<file path="src/rtl/evc_pkg.sv">
package evc_pkg;

    typedef enum logic [1:0] {
        GATE_NONE  = 2'd0,
        GATE_LEVEL = 2'd1,
        GATE_EDGE  = 2'd2,
        GATE_RSVD  = 2'd3
    } gate_mode_e;

    typedef struct packed {
        logic       src_fall;
        gate_mode_e gmode;
        logic       gpol;
        logic       out_toggle;
    } chan_cfg_t;

endpackage

</file>
<file path="src/rtl/evc_sync_stage.sv">
module evc_sync_stage #(
    parameter int STAGES = 2
) (
    input  logic clk,
    input  logic rst_n,
    input  logic din,
    output logic level,
    output logic prev
);
    typedef struct packed {
        logic [STAGES-1:0] sh;
        logic              last;
    } sync_st_t;

    sync_st_t st_d, st_q;

    always_comb begin
        st_d      = st_q;
        st_d.sh   = {st_q.sh[STAGES-2:0], din};
        st_d.last = st_q.sh[STAGES-1];
    end

    always_ff @(posedge clk or negedge rst_n) begin
        if (!rst_n) st_q <= '0;
        else        st_q <= st_d;
    end

    assign level = st_q.sh[STAGES-1];
    assign prev  = st_q.last;
endmodule

</file>
<file path="src/rtl/evc_gate_ctrl.sv">
module evc_gate_ctrl
    import evc_pkg::*;
(
    input  logic       clk,
    input  logic       rst_n,
    input  gate_mode_e gmode,
    input  logic       gpol,
    input  logic       g_level,
    input  logic       g_rise,
    input  logic       g_fall,
    input  logic       sw_start,
    input  logic       sw_clear,
    output logic       enable
);
    typedef struct packed {
        logic run;
        logic trig;
    } gate_st_t;

    gate_st_t st_d, st_q;
    logic     trig_edge;

    always_comb begin
        trig_edge = gpol ? g_fall : g_rise;
        st_d      = st_q;
        if (sw_clear) begin
            st_d.run  = 1'b0;
            st_d.trig = 1'b0;
        end else begin
            if (sw_start) st_d.run = 1'b1;
            if (gmode == GATE_EDGE && trig_edge) st_d.trig = 1'b1;
        end
        unique case (gmode)
            GATE_LEVEL: enable = g_level ^ gpol;
            GATE_EDGE:  enable = st_q.trig;
            default:    enable = st_q.run;
        endcase
    end

    always_ff @(posedge clk or negedge rst_n) begin
        if (!rst_n) st_q <= '0;
        else        st_q <= st_d;
    end

    // the trigger flag can only become set in edge mode on the chosen gate edge
    a_r5_arm_on_edge: assert property (@(posedge clk) disable iff (!rst_n)
        $rose(st_q.trig) |-> $past(gmode) == GATE_EDGE
                             && ($past(gpol) ? $past(g_fall) : $past(g_rise)));
endmodule

</file>
<file path="src/rtl/evc_count_core.sv">
module evc_count_core #(
    parameter int CNT_W = 16
) (
    input  logic             clk,
    input  logic             rst_n,
    input  logic             evt,
    input  logic             clear,
    input  logic [CNT_W-1:0] tc,
    input  logic             toggle_mode,
    output logic [CNT_W-1:0] count,
    output logic             out
);
    typedef struct packed {
        logic [CNT_W-1:0] count;
        logic             out;
    } core_st_t;

    core_st_t         st_d, st_q;
    logic [CNT_W-1:0] step_val;
    logic             hit;

    always_comb begin
        step_val = (st_q.count == tc) ? CNT_W'(1) : st_q.count + CNT_W'(1);
        hit      = evt && (step_val == tc);
        st_d     = st_q;
        if (clear) begin
            st_d.count = '0;
            st_d.out   = 1'b0;
        end else begin
            if (evt) st_d.count = step_val;
            if (toggle_mode) st_d.out = hit ? ~st_q.out : st_q.out;
            else             st_d.out = hit;
        end
    end

    always_ff @(posedge clk or negedge rst_n) begin
        if (!rst_n) st_q <= '0;
        else        st_q <= st_d;
    end

    assign count = st_q.count;
    assign out   = st_q.out;

    // outside a clear the count moves by one step or restarts at 1
    a_r2_unit_step: assert property (@(posedge clk) disable iff (!rst_n)
        (!$stable(st_q.count) && !$past(clear))
            |-> (st_q.count == $past(st_q.count) + CNT_W'(1)) || (st_q.count == CNT_W'(1)));

    // a pulse-mode output never stays high for two clocks
    a_r6_single_pulse: assert property (@(posedge clk) disable iff (!rst_n)
        (st_q.out && !toggle_mode) |=> (!st_q.out || toggle_mode));

    // in toggle mode the output level moves only when terminal count is reached
    a_r7_toggle_at_tc: assert property (@(posedge clk) disable iff (!rst_n)
        (toggle_mode && $past(toggle_mode) && !$past(clear) && $stable(tc)
         && !$stable(st_q.out)) |-> st_q.count == tc);

    // clear leaves a zero count and a low output
    a_r8_clear_zero: assert property (@(posedge clk) disable iff (!rst_n)
        clear |=> (st_q.count == '0) && !st_q.out);
endmodule

</file>
<file path="src/rtl/evt_counter_top.sv">
module evt_counter_top
    import evc_pkg::*;
#(
    parameter int CNT_W       = 16,
    parameter int SYNC_STAGES = 2
) (
    input  logic             clk,
    input  logic             rst_n,
    input  logic             cfg_we,
    input  logic             cfg_src_fall,
    input  logic [1:0]       cfg_gate_mode,
    input  logic             cfg_gate_pol,
    input  logic             cfg_out_toggle,
    input  logic [CNT_W-1:0] cfg_tc,
    input  logic             sw_start,
    input  logic             sw_clear,
    input  logic             rd_strobe,
    output logic [CNT_W-1:0] rd_count,
    input  logic             src_in,
    input  logic             gate_in,
    output logic             cnt_out
);
    localparam int N_LINES  = 2;
    localparam int IDX_SRC  = 0;
    localparam int IDX_GATE = 1;

    typedef struct packed {
        chan_cfg_t        cfg;
        logic [CNT_W-1:0] tc;
        logic [CNT_W-1:0] snap;
    } top_st_t;

    top_st_t              st_d, st_q;
    logic [N_LINES-1:0]   raw_in, lvl, prv, rise, fall;
    logic                 gate_en, src_evt;
    logic [CNT_W-1:0]     count;

    assign raw_in = {gate_in, src_in};

    for (genvar i = 0; i < N_LINES; i++) begin : g_sync
        evc_sync_stage #(.STAGES(SYNC_STAGES)) u_sync (
            .clk   (clk),
            .rst_n (rst_n),
            .din   (raw_in[i]),
            .level (lvl[i]),
            .prev  (prv[i])
        );
        assign rise[i] = lvl[i] & ~prv[i];
        assign fall[i] = ~lvl[i] & prv[i];
    end

    evc_gate_ctrl u_gate (
        .clk      (clk),
        .rst_n    (rst_n),
        .gmode    (st_q.cfg.gmode),
        .gpol     (st_q.cfg.gpol),
        .g_level  (lvl[IDX_GATE]),
        .g_rise   (rise[IDX_GATE]),
        .g_fall   (fall[IDX_GATE]),
        .sw_start (sw_start),
        .sw_clear (sw_clear),
        .enable   (gate_en)
    );

    assign src_evt = gate_en && (st_q.cfg.src_fall ? fall[IDX_SRC] : rise[IDX_SRC]);

    evc_count_core #(.CNT_W(CNT_W)) u_core (
        .clk         (clk),
        .rst_n       (rst_n),
        .evt         (src_evt),
        .clear       (sw_clear),
        .tc          (st_q.tc),
        .toggle_mode (st_q.cfg.out_toggle),
        .count       (count),
        .out         (cnt_out)
    );

    always_comb begin
        st_d = st_q;
        if (cfg_we) begin
            st_d.cfg.src_fall   = cfg_src_fall;
            st_d.cfg.gmode      = gate_mode_e'(cfg_gate_mode);
            st_d.cfg.gpol       = cfg_gate_pol;
            st_d.cfg.out_toggle = cfg_out_toggle;
            st_d.tc             = cfg_tc;
        end
        if (rd_strobe) st_d.snap = count;
    end

    always_ff @(posedge clk or negedge rst_n) begin
        if (!rst_n) st_q <= '0;
        else        st_q <= st_d;
    end

    assign rd_count = st_q.snap;

    // at the inactive gate level the count does not move
    a_r4_level_freeze: assert property (@(posedge clk) disable iff (!rst_n)
        (st_q.cfg.gmode == GATE_LEVEL && (lvl[IDX_GATE] == st_q.cfg.gpol) && !sw_clear)
            |=> $stable(count));

    // the snapshot holds between read strobes
    a_r9_snap_hold: assert property (@(posedge clk) disable iff (!rst_n)
        !rd_strobe |=> $stable(rd_count));

    // values seen on the first clock after reset release
    a_r1_reset_clean: assert property (@(posedge clk)
        $rose(rst_n) |-> (rd_count == '0) && !cnt_out);
endmodule

</file>
<file path="config.mk">
export PLATFORM = sky130hd
export DESIGN_NAME = evt_counter_top
export DESIGN_NICKNAME = d
export VERILOG_FILES = /design/src/rtl/evc_pkg.sv /design/src/rtl/evc_sync_stage.sv /design/src/rtl/evc_gate_ctrl.sv /design/src/rtl/evc_count_core.sv /design/src/rtl/evt_counter_top.sv
export SDC_FILE = /design/constraint.sdc
export NUM_CORES = 1
export LEC_CHECK = 0
export ABC_AREA = 1
export BUFFER_PORTS_ARGS = -buffer_cell sky130_fd_sc_hd__buf_2
export CORE_AREA = 8 8 90 92
export DETAILED_ROUTE_END_ITERATION = 10
export DIE_AREA = 0 0 98 100
export GPL_ROUTABILITY_DRIVEN = 1
export PLACE_DENSITY_LB_ADDON = 0.25
export SYNTH_ARGS = -nofsm -noshare
export SYNTH_HDL_FRONTEND = slang
export SYNTH_SLANG_ARGS = --single-unit
</file>
<file path="constraint.sdc">
create_clock -name clk -period 2.95 [get_ports clk]
set_input_delay 0.1475 -clock clk [delete_from_list [all_inputs] [get_ports clk]]
set_output_delay 0.1475 -clock clk [all_outputs]
set_load 0.03 [all_outputs]
</file>
==> flow_summary.toml <==
[grt]
global_route.usage.total_pct = 17.2
number_of_antenna_violations_at_the_first_check_in_global_routing = 0
grt.overflow.total = 0
grt_pass1_vias = 2974
pin_count_of_the_biggest_net_entering_global_routing = 63
grt_pass1_wl_mm = 13.6

[sta]
min_period_over_period_pct = 80.6
grt_setup_unrepaired = "no"
worst-slew-pin-transition_ns = 0.771
worst_slew_margin_rel_pct = 48.6
worst_case_hold_slack_ns = -0.0536
fmax_ghz = 0.421
setup_ws_ns = 0.573
final.min_clock_period_ns = 2.38
skew_ns = 0.00545
finalSetupTns_ns = 0
report.final.setup_viol = 0
report.final.hold_viol_count = 62
timing.final.max_slew_violations = 0

[place]
dpl_cell_area_um2 = 3490
port-buffer-count = 45
detailed_place_hpwl_mm = 5.51
place_congestion = 0.911
place_worst_setup_slack_ns = 0.608

[worst_setup_path]
rrSetupSlack_ns = 0.57
worstRegToRegCells = 16
timing.rr.end = "u_core.out$_DFFE_PN0P_"
r2r-start = "u_core.count[0]$_DFFE_PN0P_"
critical_path_required_ns = 3.23
crit_path_start = "u_core.count[0]$_DFFE_PN0P_"
cp_data_arrival_time_ns = 2.66
class_of_the_most_critical_setup_path = "flip-flop to flip-flop"
cp_max_fo = 30
crit_path_start_kind = "flip-flop"
critPathCaptureType = "flip-flop"

[layout]
layout.cells.most_common_list = "142 x nand2_1, 62 x dfrtp_1, 54 x nor2_1, 48 x inv_1, 45 x buf_2"
commonest_non_fill_non_tap_cell_in_the_layout = "nand2_1"
final.fill_count = 627
num_antenna_cells = 0
finalNetCount = 518
layout-drive-gt1-share_pct = 14.9
final_area_um2 = 3800
multi_input_gate_area_in_the_final_layout_um2 = 1410
areaGrowthSynthToFinish_pct = 14.3
layout.area.seq_um2 = 1550

[power]
power_frac_clock_pct = 43.3
power.leakage_nw = 1.97
power.share.switching_pct = 25.2
worst_voltage_drop_across_the_vdd_grid_mv = 0.332
cellInternalPower_mw = 1.57
power_switching_mw = 0.528
power_per_cell_area_nw_per_um2 = 550
power_frac_seq_pct = 44.6
power.share.combinational_pct = 12.2

[job]
max_capacitance_violation_count = 0

[hold_path]
min_path_type = "input pin to asynchronous set/reset pin"

[routing]
wire_per_inst_um = 13.9
drt.antenna.violating_nets = 0
wirelength_mm = 7.94
drt_iter0_markers = 170
first_pass_iters = 5
drcViolationCount = 0
detailroute.via_count = 2869
routed_via_density = 5.03

[clock_tree]
worstSkewPairLatency_ns = 0.35
ctsLongestPathBuffers = 2
tritoncts = "yes"
clk_pin_slew_worst_paths_ns = 0.07
tritoncts.num_buffers = 9
h-tree-depth = 3
clockRootBuffer = "clkbuf_8"
post_cts.resized_instances = 0
clock_net_sink_count = 62

[yosys]
post_synth_main_area_contributors = "dfrtp_1 47%, nand2_1 16%, nor2_1 6.1%"
count_of_yosys_warnings_during_synthesis = 0
yosysSeqAreaShare_pct = 46.6
yosys.area.top_type_share_pct = 46.6
post_synth_inst_count = 448
synth.distinct_cells = 23
syn_avg_cell_area_um2 = 7.43
syn_nets = 480
synthDominantAreaCellType = "dfrtp_1"
number_of_register_bits_inferred_by_synthesis = 62
netlist_area_um2 = 3330

[floorplan]
fp.dieArea_um2 = 9800
fp.dieH_um = 100
row_count = 30
initial_utilization_pct = 50.1
core_um2 = 6640
die_w_um = 98
boundaryPins = 46

[outcome]
violations_in_the_final_reports = "negative hold slack"
run_status = "finished with violations"
critical path, cell delays in order (launching register included):
cell and delay [ns]:
dfrtp_1 0.44, inv_1 0.12, nand2_1 0.07, nand2_1 0.04
nor2_1 0.14, nand2_1 0.07, nor2_1 0.15, nand2_2 0.35
nand2_1 0.23, nor2_1 0.09, a21oi_2 0.12, nand2_1 0.07
nor2_2 0.12, nand3_1 0.08, nand2_1 0.07, inv_1 0.04
nor2_1 0.08
per-stage QoR:
stage | utilization, % | std cells | power [mW]
after floorplan | - | 448 | 1.12
after global placement | 52.5 | 547 | 1.19
after detailed placement | 52.5 | 547 | 1.20
after CTS | 57.3 | 570 | 2.12
after global routing | 57.3 | 570 | 2.18
final | 57.3 | 570 | 2.09
cell families (layout without fill, tap and decap cells):
logic type	Yosys count	after routing	share of synthesized area [%]
simple gates	231	231	28.1
xor+xnor	9	9	2.37
compound gates	63	63	10.3
fa+ha+maj	3	3	1.13
flops	62	62	46.6
buf+inv	79	121	11.2
mux	1	1	0.338
worst max-delay path by stage:
stage / slack, ns / cells after the start / to
floorplan: 1.09 / 14 / u_core.out$_DFFE_PN0P_
global placement: 0.66 / 16 / u_core.out$_DFFE_PN0P_
detailed placement: 0.61 / 16 / u_core.out$_DFFE_PN0P_
CTS: 0.60 / 16 / u_core.out$_DFFE_PN0P_
global route: 0.22 / 16 / u_core.out$_DFFE_PN0P_
finish: 0.57 / 16 / u_core.out$_DFFE_PN0P_
layout make-up:
type	count	share of cell area (%)
inverter	51	5.03
multi-input combinational	307	36.9
clock buffer	11	3.72
tap	80	2.63
sequential	62	40.8
timing repair buffer	55	8.42
clock inverter	4	2.50
sequential cells by signal, summed over array words and instances, names as in the netlist:
name and count:
u_gate.st_q 2, u_core.out 1, st_q 21, rd_count 16, g_sync.u_sync.level 2, g_sync.u_sync.prev 2, u_core.count 16, g_sync.u_sync.st_d 2
synthesized netlist by cell type (all sizes together):
library cell / instances
a21oi: 23
buf: 19
clkbuf: 9
dfrtp: 62
ha: 3
inv: 51
mux2: 1
nand2: 145
nand3: 24
nand4: 4
nor2: 57
nor3: 1
o2111ai: 1
o21ai: 23
o22ai: 16
xor2: 9
power groups by stage:
| stage | logic, mW | clock network, mW | registers [mW] |
|---|---|---|---|
| global route | 0.291 | 0.954 | 0.938 |
| global placement | 0.246 | 0 | 0.947 |
| CTS | 0.259 | 0.924 | 0.933 |
| floorplan | 0.183 | 0 | 0.940 |
| finish | 0.255 | 0.906 | 0.933 |
| detailed placement | 0.250 | 0 | 0.948 |
routing by layer:
| layer | GRT usage (%) | vias up | routed length (um) |
|---|---|---|---|
| met1 | 20.1 | 1304 | 3470 |
| met4 | 7.43 | 0 | 111 |
| met2 | 29.3 | 80 | 3840 |
| met5 | 0 | - | 0 |
| met3 | 4.29 | 10 | 510 |
| li1 | - | 1475 | - |
timing repair:
item,CTS,global route
hold buffers,8,0
setup buffers,0,0
hold endpoints to repair,9,0
Note: power is estimated with default switching activity, not from simulation.
